<file path="src/rtl/rsp_pkg.sv">
package rsp_pkg;
  localparam int WORD_W     = 32;
  localparam int BYTE_LANES = WORD_W / 8;
  localparam int LANE_W     = $clog2(BYTE_LANES);
  localparam int LANE_CNT_W = LANE_W + 1;

  localparam logic [5:0] DT_ACK_ERR    = 6'h02;
  localparam logic [5:0] DT_GEN_LONG   = 6'h1A;
  localparam logic [5:0] DT_DCS_LONG   = 6'h1C;
  localparam logic [5:0] DT_DCS_SHORT1 = 6'h21;
  localparam logic [5:0] DT_DCS_SHORT2 = 6'h22;

  localparam logic [WORD_W-1:0] ST_ACK = 32'h0000_0084;
  localparam logic [WORD_W-1:0] ST_ESC = 32'h0000_0087;

  typedef enum logic [2:0] {K_ERR, K_SHORT1, K_SHORT2, K_LONG, K_UNKNOWN} rsp_kind_e;
  typedef enum logic [2:0] {S_IDLE, S_STAT, S_HDR, S_LOAD, S_EMIT, S_DONE} ps_state_e;
endpackage

</file>
<file path="src/rtl/rsp_classify.sv">
module rsp_classify
  import rsp_pkg::*;
(
  input  logic [WORD_W-1:0] hdr_i,
  output logic [5:0]        dtype_o,
  output rsp_kind_e         kind_o,
  output logic [15:0]       field_o
);
  always_comb begin
    dtype_o = hdr_i[5:0];
    field_o = hdr_i[23:8];
    case (hdr_i[5:0])
      DT_ACK_ERR:               kind_o = K_ERR;
      DT_DCS_SHORT1:            kind_o = K_SHORT1;
      DT_DCS_SHORT2:            kind_o = K_SHORT2;
      DT_GEN_LONG, DT_DCS_LONG: kind_o = K_LONG;
      default:                  kind_o = K_UNKNOWN;
    endcase
  end
endmodule

</file>
<file path="src/rtl/rsp_status_decode.sv">
module rsp_status_decode
  import rsp_pkg::*;
(
  input  logic [WORD_W-1:0] word_i,
  output logic              ack_o,
  output logic              esc_o,
  output logic              unk_o
);
  assign ack_o = (word_i == ST_ACK);
  assign esc_o = (word_i == ST_ESC);
  assign unk_o = !ack_o && !esc_o;
endmodule

</file>
<file path="src/rtl/rsp_byte_emit.sv">
module rsp_byte_emit
  import rsp_pkg::*;
#(
  parameter int LEN_W = 16
) (
  input  logic                  clk_i,
  input  logic                  rst_ni,
  input  logic                  clear_i,
  input  logic                  limit_set_i,
  input  logic [LEN_W-1:0]      limit_i,
  input  logic                  load_i,
  input  logic [WORD_W-1:0]     word_i,
  input  logic [LANE_CNT_W-1:0] lanes_i,
  input  logic                  step_i,
  output logic                  byte_valid_o,
  output logic [7:0]            byte_o,
  output logic                  last_lane_o
);
  logic [WORD_W-1:0]     shreg_q;
  logic [LANE_W-1:0]     lane_q;
  logic [LANE_CNT_W-1:0] nlanes_q;
  logic [LEN_W-1:0]      emitted_q, limit_q;

  assign byte_o       = shreg_q[{lane_q, 3'b000} +: 8];
  assign byte_valid_o = step_i && (emitted_q < limit_q);
  assign last_lane_o  = (({1'b0, lane_q}) + 1'b1) == nlanes_q;

  always_ff @(posedge clk_i or negedge rst_ni) begin
    if (!rst_ni) begin
      shreg_q   <= '0;
      lane_q    <= '0;
      nlanes_q  <= '0;
      emitted_q <= '0;
      limit_q   <= '0;
    end else begin
      if (clear_i) begin
        emitted_q <= '0;
        limit_q   <= '0;
      end else if (limit_set_i) begin
        limit_q <= limit_i;
      end
      if (load_i) begin
        shreg_q  <= word_i;
        lane_q   <= '0;
        nlanes_q <= lanes_i;
      end else if (step_i) begin
        lane_q <= lane_q + 1'b1;
        if (byte_valid_o) emitted_q <= emitted_q + 1'b1;
      end
    end
  end

  // byte output never passes the programmed limit
  a_r7_emit_bound: assert property (@(posedge clk_i) disable iff (!rst_ni)
    emitted_q <= limit_q);
endmodule

</file>
<file path="src/rtl/rsp_parser.sv">
module rsp_parser
  import rsp_pkg::*;
#(
  parameter int CNT_W = 5,
  parameter int LEN_W = 16
) (
  input  logic              clk_i,
  input  logic              rst_ni,
  input  logic              start_i,
  input  logic [CNT_W-1:0]  word_cnt_i,
  input  logic [LEN_W-1:0]  max_len_i,
  input  logic [31:0]       rd_data_i,
  output logic              rd_pop_o,
  output logic              busy_o,
  output logic              done_o,
  output logic              stat_ack_o,
  output logic              stat_esc_o,
  output logic              stat_unknown_o,
  output logic [5:0]        rsp_type_o,
  output logic              type_unknown_o,
  output logic              err_valid_o,
  output logic [15:0]       err_report_o,
  output logic [15:0]       long_len_o,
  output logic              byte_valid_o,
  output logic [7:0]        byte_o
);
  localparam int CMP_W = (LEN_W > 16) ? LEN_W : 16;

  ps_state_e             state_q, state_d;
  logic [CNT_W-1:0]      words_q;
  logic [LEN_W-1:0]      max_q;
  logic                  accept;
  logic                  st_ack, st_esc, st_unk;
  logic [5:0]            dtype;
  rsp_kind_e             kind;
  logic [15:0]           field;
  logic                  is_short;
  logic                  emit_load, emit_step, last_lane;
  logic [WORD_W-1:0]     emit_word;
  logic [LANE_CNT_W-1:0] emit_lanes;
  logic [LEN_W-1:0]      limit_val;

  function automatic logic [LEN_W-1:0] clip(input logic [CMP_W-1:0] want,
                                            input logic [CMP_W-1:0] cap);
    clip = LEN_W'((want < cap) ? want : cap);
  endfunction

  rsp_status_decode u_stat (
    .word_i (rd_data_i),
    .ack_o  (st_ack),
    .esc_o  (st_esc),
    .unk_o  (st_unk)
  );

  rsp_classify u_cls (
    .hdr_i   (rd_data_i),
    .dtype_o (dtype),
    .kind_o  (kind),
    .field_o (field)
  );

  assign is_short = (kind == K_SHORT1) || (kind == K_SHORT2);
  assign accept   = (state_q == S_IDLE) && start_i && (word_cnt_i != '0);
  assign rd_pop_o = (state_q == S_STAT) || (state_q == S_HDR) || (state_q == S_LOAD);
  assign busy_o   = (state_q != S_IDLE);
  assign done_o   = (state_q == S_DONE);

  always_comb begin
    emit_load  = (state_q == S_LOAD) || ((state_q == S_HDR) && is_short);
    emit_step  = (state_q == S_EMIT);
    emit_word  = (state_q == S_LOAD) ? rd_data_i : {8'h00, rd_data_i[WORD_W-1:8]};
    emit_lanes = (state_q == S_LOAD) ? LANE_CNT_W'(BYTE_LANES)
               : (kind == K_SHORT2) ? LANE_CNT_W'(2) : LANE_CNT_W'(1);
    case (kind)
      K_SHORT1: limit_val = clip(CMP_W'(1), CMP_W'(max_q));
      K_SHORT2: limit_val = clip(CMP_W'(2), CMP_W'(max_q));
      K_LONG:   limit_val = clip(CMP_W'(field), CMP_W'(max_q));
      default:  limit_val = '0;
    endcase
  end

  always_comb begin
    state_d = state_q;
    case (state_q)
      S_IDLE: if (accept) state_d = S_STAT;
      S_STAT: state_d = (words_q == CNT_W'(1)) ? S_DONE : S_HDR;
      S_HDR:  state_d = is_short ? S_EMIT : (words_q > CNT_W'(1)) ? S_LOAD : S_DONE;
      S_LOAD: state_d = S_EMIT;
      S_EMIT: if (last_lane) state_d = (words_q != '0) ? S_LOAD : S_DONE;
      default: state_d = S_IDLE;
    endcase
  end

  rsp_byte_emit #(.LEN_W(LEN_W)) u_emit (
    .clk_i        (clk_i),
    .rst_ni       (rst_ni),
    .clear_i      (accept),
    .limit_set_i  (state_q == S_HDR),
    .limit_i      (limit_val),
    .load_i       (emit_load),
    .word_i       (emit_word),
    .lanes_i      (emit_lanes),
    .step_i       (emit_step),
    .byte_valid_o (byte_valid_o),
    .byte_o       (byte_o),
    .last_lane_o  (last_lane)
  );

  always_ff @(posedge clk_i or negedge rst_ni) begin
    if (!rst_ni) begin
      state_q        <= S_IDLE;
      words_q        <= '0;
      max_q          <= '0;
      stat_ack_o     <= 1'b0;
      stat_esc_o     <= 1'b0;
      stat_unknown_o <= 1'b0;
      rsp_type_o     <= '0;
      type_unknown_o <= 1'b0;
      err_valid_o    <= 1'b0;
      err_report_o   <= '0;
      long_len_o     <= '0;
    end else begin
      state_q <= state_d;
      if (rd_pop_o) words_q <= words_q - 1'b1;
      case (state_q)
        S_IDLE: if (accept) begin
          words_q        <= word_cnt_i;
          max_q          <= max_len_i;
          stat_ack_o     <= 1'b0;
          stat_esc_o     <= 1'b0;
          stat_unknown_o <= 1'b0;
          rsp_type_o     <= '0;
          type_unknown_o <= 1'b0;
          err_valid_o    <= 1'b0;
          err_report_o   <= '0;
          long_len_o     <= '0;
        end
        S_STAT: begin
          stat_ack_o     <= st_ack;
          stat_esc_o     <= st_esc;
          stat_unknown_o <= st_unk;
        end
        S_HDR: begin
          rsp_type_o     <= dtype;
          type_unknown_o <= (kind == K_UNKNOWN);
          if (kind == K_ERR) begin
            err_valid_o  <= 1'b1;
            err_report_o <= field;
          end
          if (kind == K_LONG) long_len_o <= field;
        end
        default: ;
      endcase
    end
  end

  // every pop is backed by a counted word
  a_r2_pop_has_word: assert property (@(posedge clk_i) disable iff (!rst_ni)
    rd_pop_o |-> (words_q != '0));
  // zero-count start leaves the block idle
  a_r1_zero_ignored: assert property (@(posedge clk_i) disable iff (!rst_ni)
    (!busy_o && start_i && (word_cnt_i == '0)) |=> !busy_o);
  // at most one status classification
  a_r3_status_onehot: assert property (@(posedge clk_i) disable iff (!rst_ni)
    $onehot0({stat_ack_o, stat_esc_o, stat_unknown_o}));
  // error report excludes a long length
  a_r5_err_no_len: assert property (@(posedge clk_i) disable iff (!rst_ni)
    err_valid_o |-> (long_len_o == '0) && !type_unknown_o);
  // unknown type sends no bytes
  a_r8_unknown_silent: assert property (@(posedge clk_i) disable iff (!rst_ni)
    type_unknown_o |-> !byte_valid_o);
  // results hold while idle without a start
  a_r9_hold_idle: assert property (@(posedge clk_i) disable iff (!rst_ni)
    (!busy_o && !start_i) |=> ($stable(err_report_o) && $stable(err_valid_o) && $stable(long_len_o)));
  // done is followed by idle
  a_r10_done_idle: assert property (@(posedge clk_i) disable iff (!rst_ni)
    done_o |=> !busy_o);
endmodule

</file>
<file path="config.mk">
export PLATFORM = sky130hd
export DESIGN_NAME = rsp_parser
export DESIGN_NICKNAME = d
export VERILOG_FILES = /design/src/rtl/rsp_pkg.sv /design/src/rtl/rsp_classify.sv /design/src/rtl/rsp_status_decode.sv /design/src/rtl/rsp_byte_emit.sv /design/src/rtl/rsp_parser.sv
export SDC_FILE = /design/constraint.sdc
export NUM_CORES = 1
export LEC_CHECK = 0
export ABC_AREA = 1
export ABC_CLOCK_PERIOD_IN_PS = 6400
export BUFFER_PORTS_ARGS = -buffer_cell sky130_fd_sc_hd__buf_2
export CELL_PAD_IN_SITES_DETAIL_PLACEMENT = 0
export CELL_PAD_IN_SITES_GLOBAL_PLACEMENT = 2
export CORE_MARGIN = 4
export CORE_UTILIZATION = 35
export DETAILED_ROUTE_END_ITERATION = 16
export HOLD_SLACK_MARGIN = 0.12
export PLACE_DENSITY_LB_ADDON = 0.1
export SETUP_SLACK_MARGIN = 0.02
export SLEW_MARGIN = 20
export SYNTH_ARGS = -nofsm -noshare
export SYNTH_HDL_FRONTEND = slang
export SYNTH_HIERARCHICAL = 1
export SYNTH_SLANG_ARGS = --single-unit
export TNS_END_PERCENT = 30
</file>
<file path="constraint.sdc">
create_clock -name clk_i -period 6.4 [get_ports clk_i]
set_input_delay 0.96 -clock clk_i [delete_from_list [all_inputs] [get_ports clk_i]]
set_output_delay 0.96 -clock clk_i [all_outputs]
set_load 0.01 [all_outputs]
</file>
==> results.cfg <==
[status]
outcome = completed

[worst_setup_path]
worst-endpoint-required_ps = 5440
crit_path_end_kind = output port
slowest_stage = dfrtp_1
cp_max_fo = 11
crit_chain = nor2_4 -> inv_1 -> nor2_1 -> buf_4 -> inv_2 -> a211oi_2 -> nand2_1 -> nor2_2 -> and2_1 -> buf_2
path_class = reg2out
slowest_delay_ps = 450
cp-start-kind = flop
critPathTopFamily = simple AND/OR/NAND/NOR gates
arrival_ps = 2390
critPathBufInv = 4

[worst_hold_path]
min_path_type = reg2reg

[floorplanning]
std_cell_rows = 56
num_io_pins = 111
die-area_sq_um = 26500
die_h_um = 163
start_util_pct = 35.6
core_sq_um = 23500
die_w_um = 163

[placement]
port_buffers = 110
placedCellCount = 1561
placed_area_sq_um = 9010
dpl_worst_slack_ps = 2740
dp_hpwl_mm = 18.3
routabilityCongestion = 0.851

[detailed_routing]
drcViolationCount = 0
viasPerCell = 4.63
detail_route.first_pass.iterations = 5
wirelength_mm = 24.9
first_iter_violations = 476
ant_nets = 0
vias = 7373
wl_per_cell_um = 15.7

[timing]
rsz0062_at_grt = no
setup_viol = 0
fin_crit_ps = 3350
fin_tns_setup_ps = 0
fin_ws_ps = 3050
worst_slew_pin_slew_ps = 1050
worst_hold_slack_ps = 464
maxSlewViolCount = 0
slew_headroom_pct = 30.0
finalHoldViolCount = 0
period_share_pct = 52.3
fin_skew_ps = 16.3
fmax_ghz = 0.298

[yosys]
synth_top_area_share_pct = 40.6
syn_area_sq_um = 8380
syn_nets = 1283
yosysMostFrequentCell = nand2_1
synth_edf_count = 0
ys_top_cells_by_count = nand2_1, inv_1, dfrtp_1
ys.flop_type = dfrtp_1
synth_area_leaders = dfrtp_1, nand2_1, inv_1
syn_avg_cell_area_sq_um = 7.02
seq_area_frac_synth_pct = 40.6
synth.distinct_cells = 40
synth_cells = 1193
ys_ff_latch = 136
synth_warnings = 6
synth-async-reset-ratio_pct = 100
synth.largest_area_cell = dfrtp_1

[grt]
grt_pass1_vias = 7204
grt.total_usage_pct = 19.4
grt_pass1_wl_mm = 40.4
gr-total-overflow = 0
grt_max_degree = 76
antenna_found_initial = 0

[finish]
area_growth_pct = 14.4
final_layout_size_suffix_gt1_share_pct = 15.0
nets = 1351
instances_no_fill = 1593
n_antenna_cell = 0
fillers = 2562
regArea_sq_um = 3400
multi_input_area_sq_um = 3980
final_area_sq_um = 9590
final_util_pct = 40.7

[cts]
cts.reportedPaths.clkPinSlew_ps = 70
cts.sinks = 136
clk_path_buf_depth = 2
cts_root_buffer = clkbuf_16
clock_latency_ps = 430
cts_setup_buffers = 0
h-tree-depth = 4
tritoncts = built
numCtsBuffers = 17
cts-resized-gates = 0
cts-hold-fix-buffers = 0

[pwr]
p_per_area_nw_per_um2 = 404
leakage_nw = 4.94
p_total_mw = 3.88
ir_drop_v = 0.000170

[run]
maxCapViolCount = 0
-- final timing paths --
| check | from | end | slack [ps] | cells past startpoint |
|---|---|---|---|---|
| max | state_q[0]$_DFFE_PN0P_ | byte_valid_o | 3050 | 10 |
| min | u_emit/shreg_q[8]$_DFFE_PN0P_ | u_emit/shreg_q[8]$_DFFE_PN0P_ | 460 | 2 |
| max reg2reg | state_q[0]$_DFFE_PN0P_ | u_emit/emitted_q[3]$_DFF_PN0_ | 3400 | 11 |
| min reg2reg | u_emit/shreg_q[8]$_DFFE_PN0P_ | u_emit/shreg_q[8]$_DFFE_PN0P_ | 460 | 2 |
| max in group asynchronous | rst_ni | state_q[2]$_DFFE_PN0P_ | 4550 | 2 |
| min in group asynchronous | rst_ni | u_emit/shreg_q[0]$_DFFE_PN0P_ | 560 | 1 |
-- state kept, by name (all words and copies together) (netlist names), 2 cells and up --
signal            flops
state_q               3
u_emit/nlanes_q       3
u_emit/shreg_q       32
rsp_type_o            6
max_q                16
long_len_o           16
words_q               5
err_report_o         16
u_emit/emitted_q     16
u_emit/limit_q       16
u_emit/lane_q         2
-- power by group --
| part | internal (mW) | total (mW) | switching (mW) |
|---|---|---|---|
| Combinational | 0.504 | 1.54 | 1.03 |
| Sequential | 1.16 | 1.36 | 0.195 |
| Clock | 0.554 | 0.983 | 0.429 |
| Total | 2.22 | 3.88 | 1.66 |
-- area by class of cell --
| cell class | count | share of cell area (%) |
|---|---|---|
| Tap cell | 319 | 4.16 |
| Clock inverter | 14 | 1.44 |
| Multi-Input combinational cell | 825 | 41.5 |
| Timing Repair Buffer | 118 | 6.43 |
| Clock buffer | 18 | 4.58 |
| Sequential cell | 136 | 35.5 |
| Inverter | 163 | 6.38 |
-- logic make-up after synthesis --
logic type      count (synthesis)  share of synthesized area, %
compound gates                135                          8.91
xor+xnor                       16                          1.67
fa+ha+maj                      34                          5.08
buf+inv                       232                          12.1
flops                         136                          40.6
simple gates                  640                          31.6
-- tightest hold or removal path: cells and delay by family, from the launching register on --
| kind | cells | cell delay (ps) |
|---|---|---|
| DFF | 1 | 340 |
| and+or+nand+nor | 2 | 90 |
-- placed cells by master (no fill, tap or decap), types with 2 or more instances in the layout --
master,Yosys,layout
inv_2,8,8
buf_4,28,8
xor2_1,10,10
nor2_4,3,3
clkinvlp_4,0,5
clkbuf_16,0,17
nor2_2,8,8
a21oi_1,12,12
nand2_2,6,6
clkinv_4,0,2
nand3_1,65,65
dfrtp_1,136,136
nand4_1,20,20
nor2_1,124,124
inv_1,154,154
a21oi_4,1,2
nand2_1,397,397
nor3_1,10,10
o21ai_1,24,24
buf_2,14,109
xnor2_1,6,6
ha_1,34,34
inv_6,0,6
o22ai_1,9,9
o21ai_2,6,7
o21ai_0,75,74
-- per-layer routing --
layer	GRT usage (%)	wire length, um
met1	27.8	12300
met5	0	0
met4	4.88	300
met2	30.6	11400
met3	3.47	947
Power figures use the tool's default switching activity.
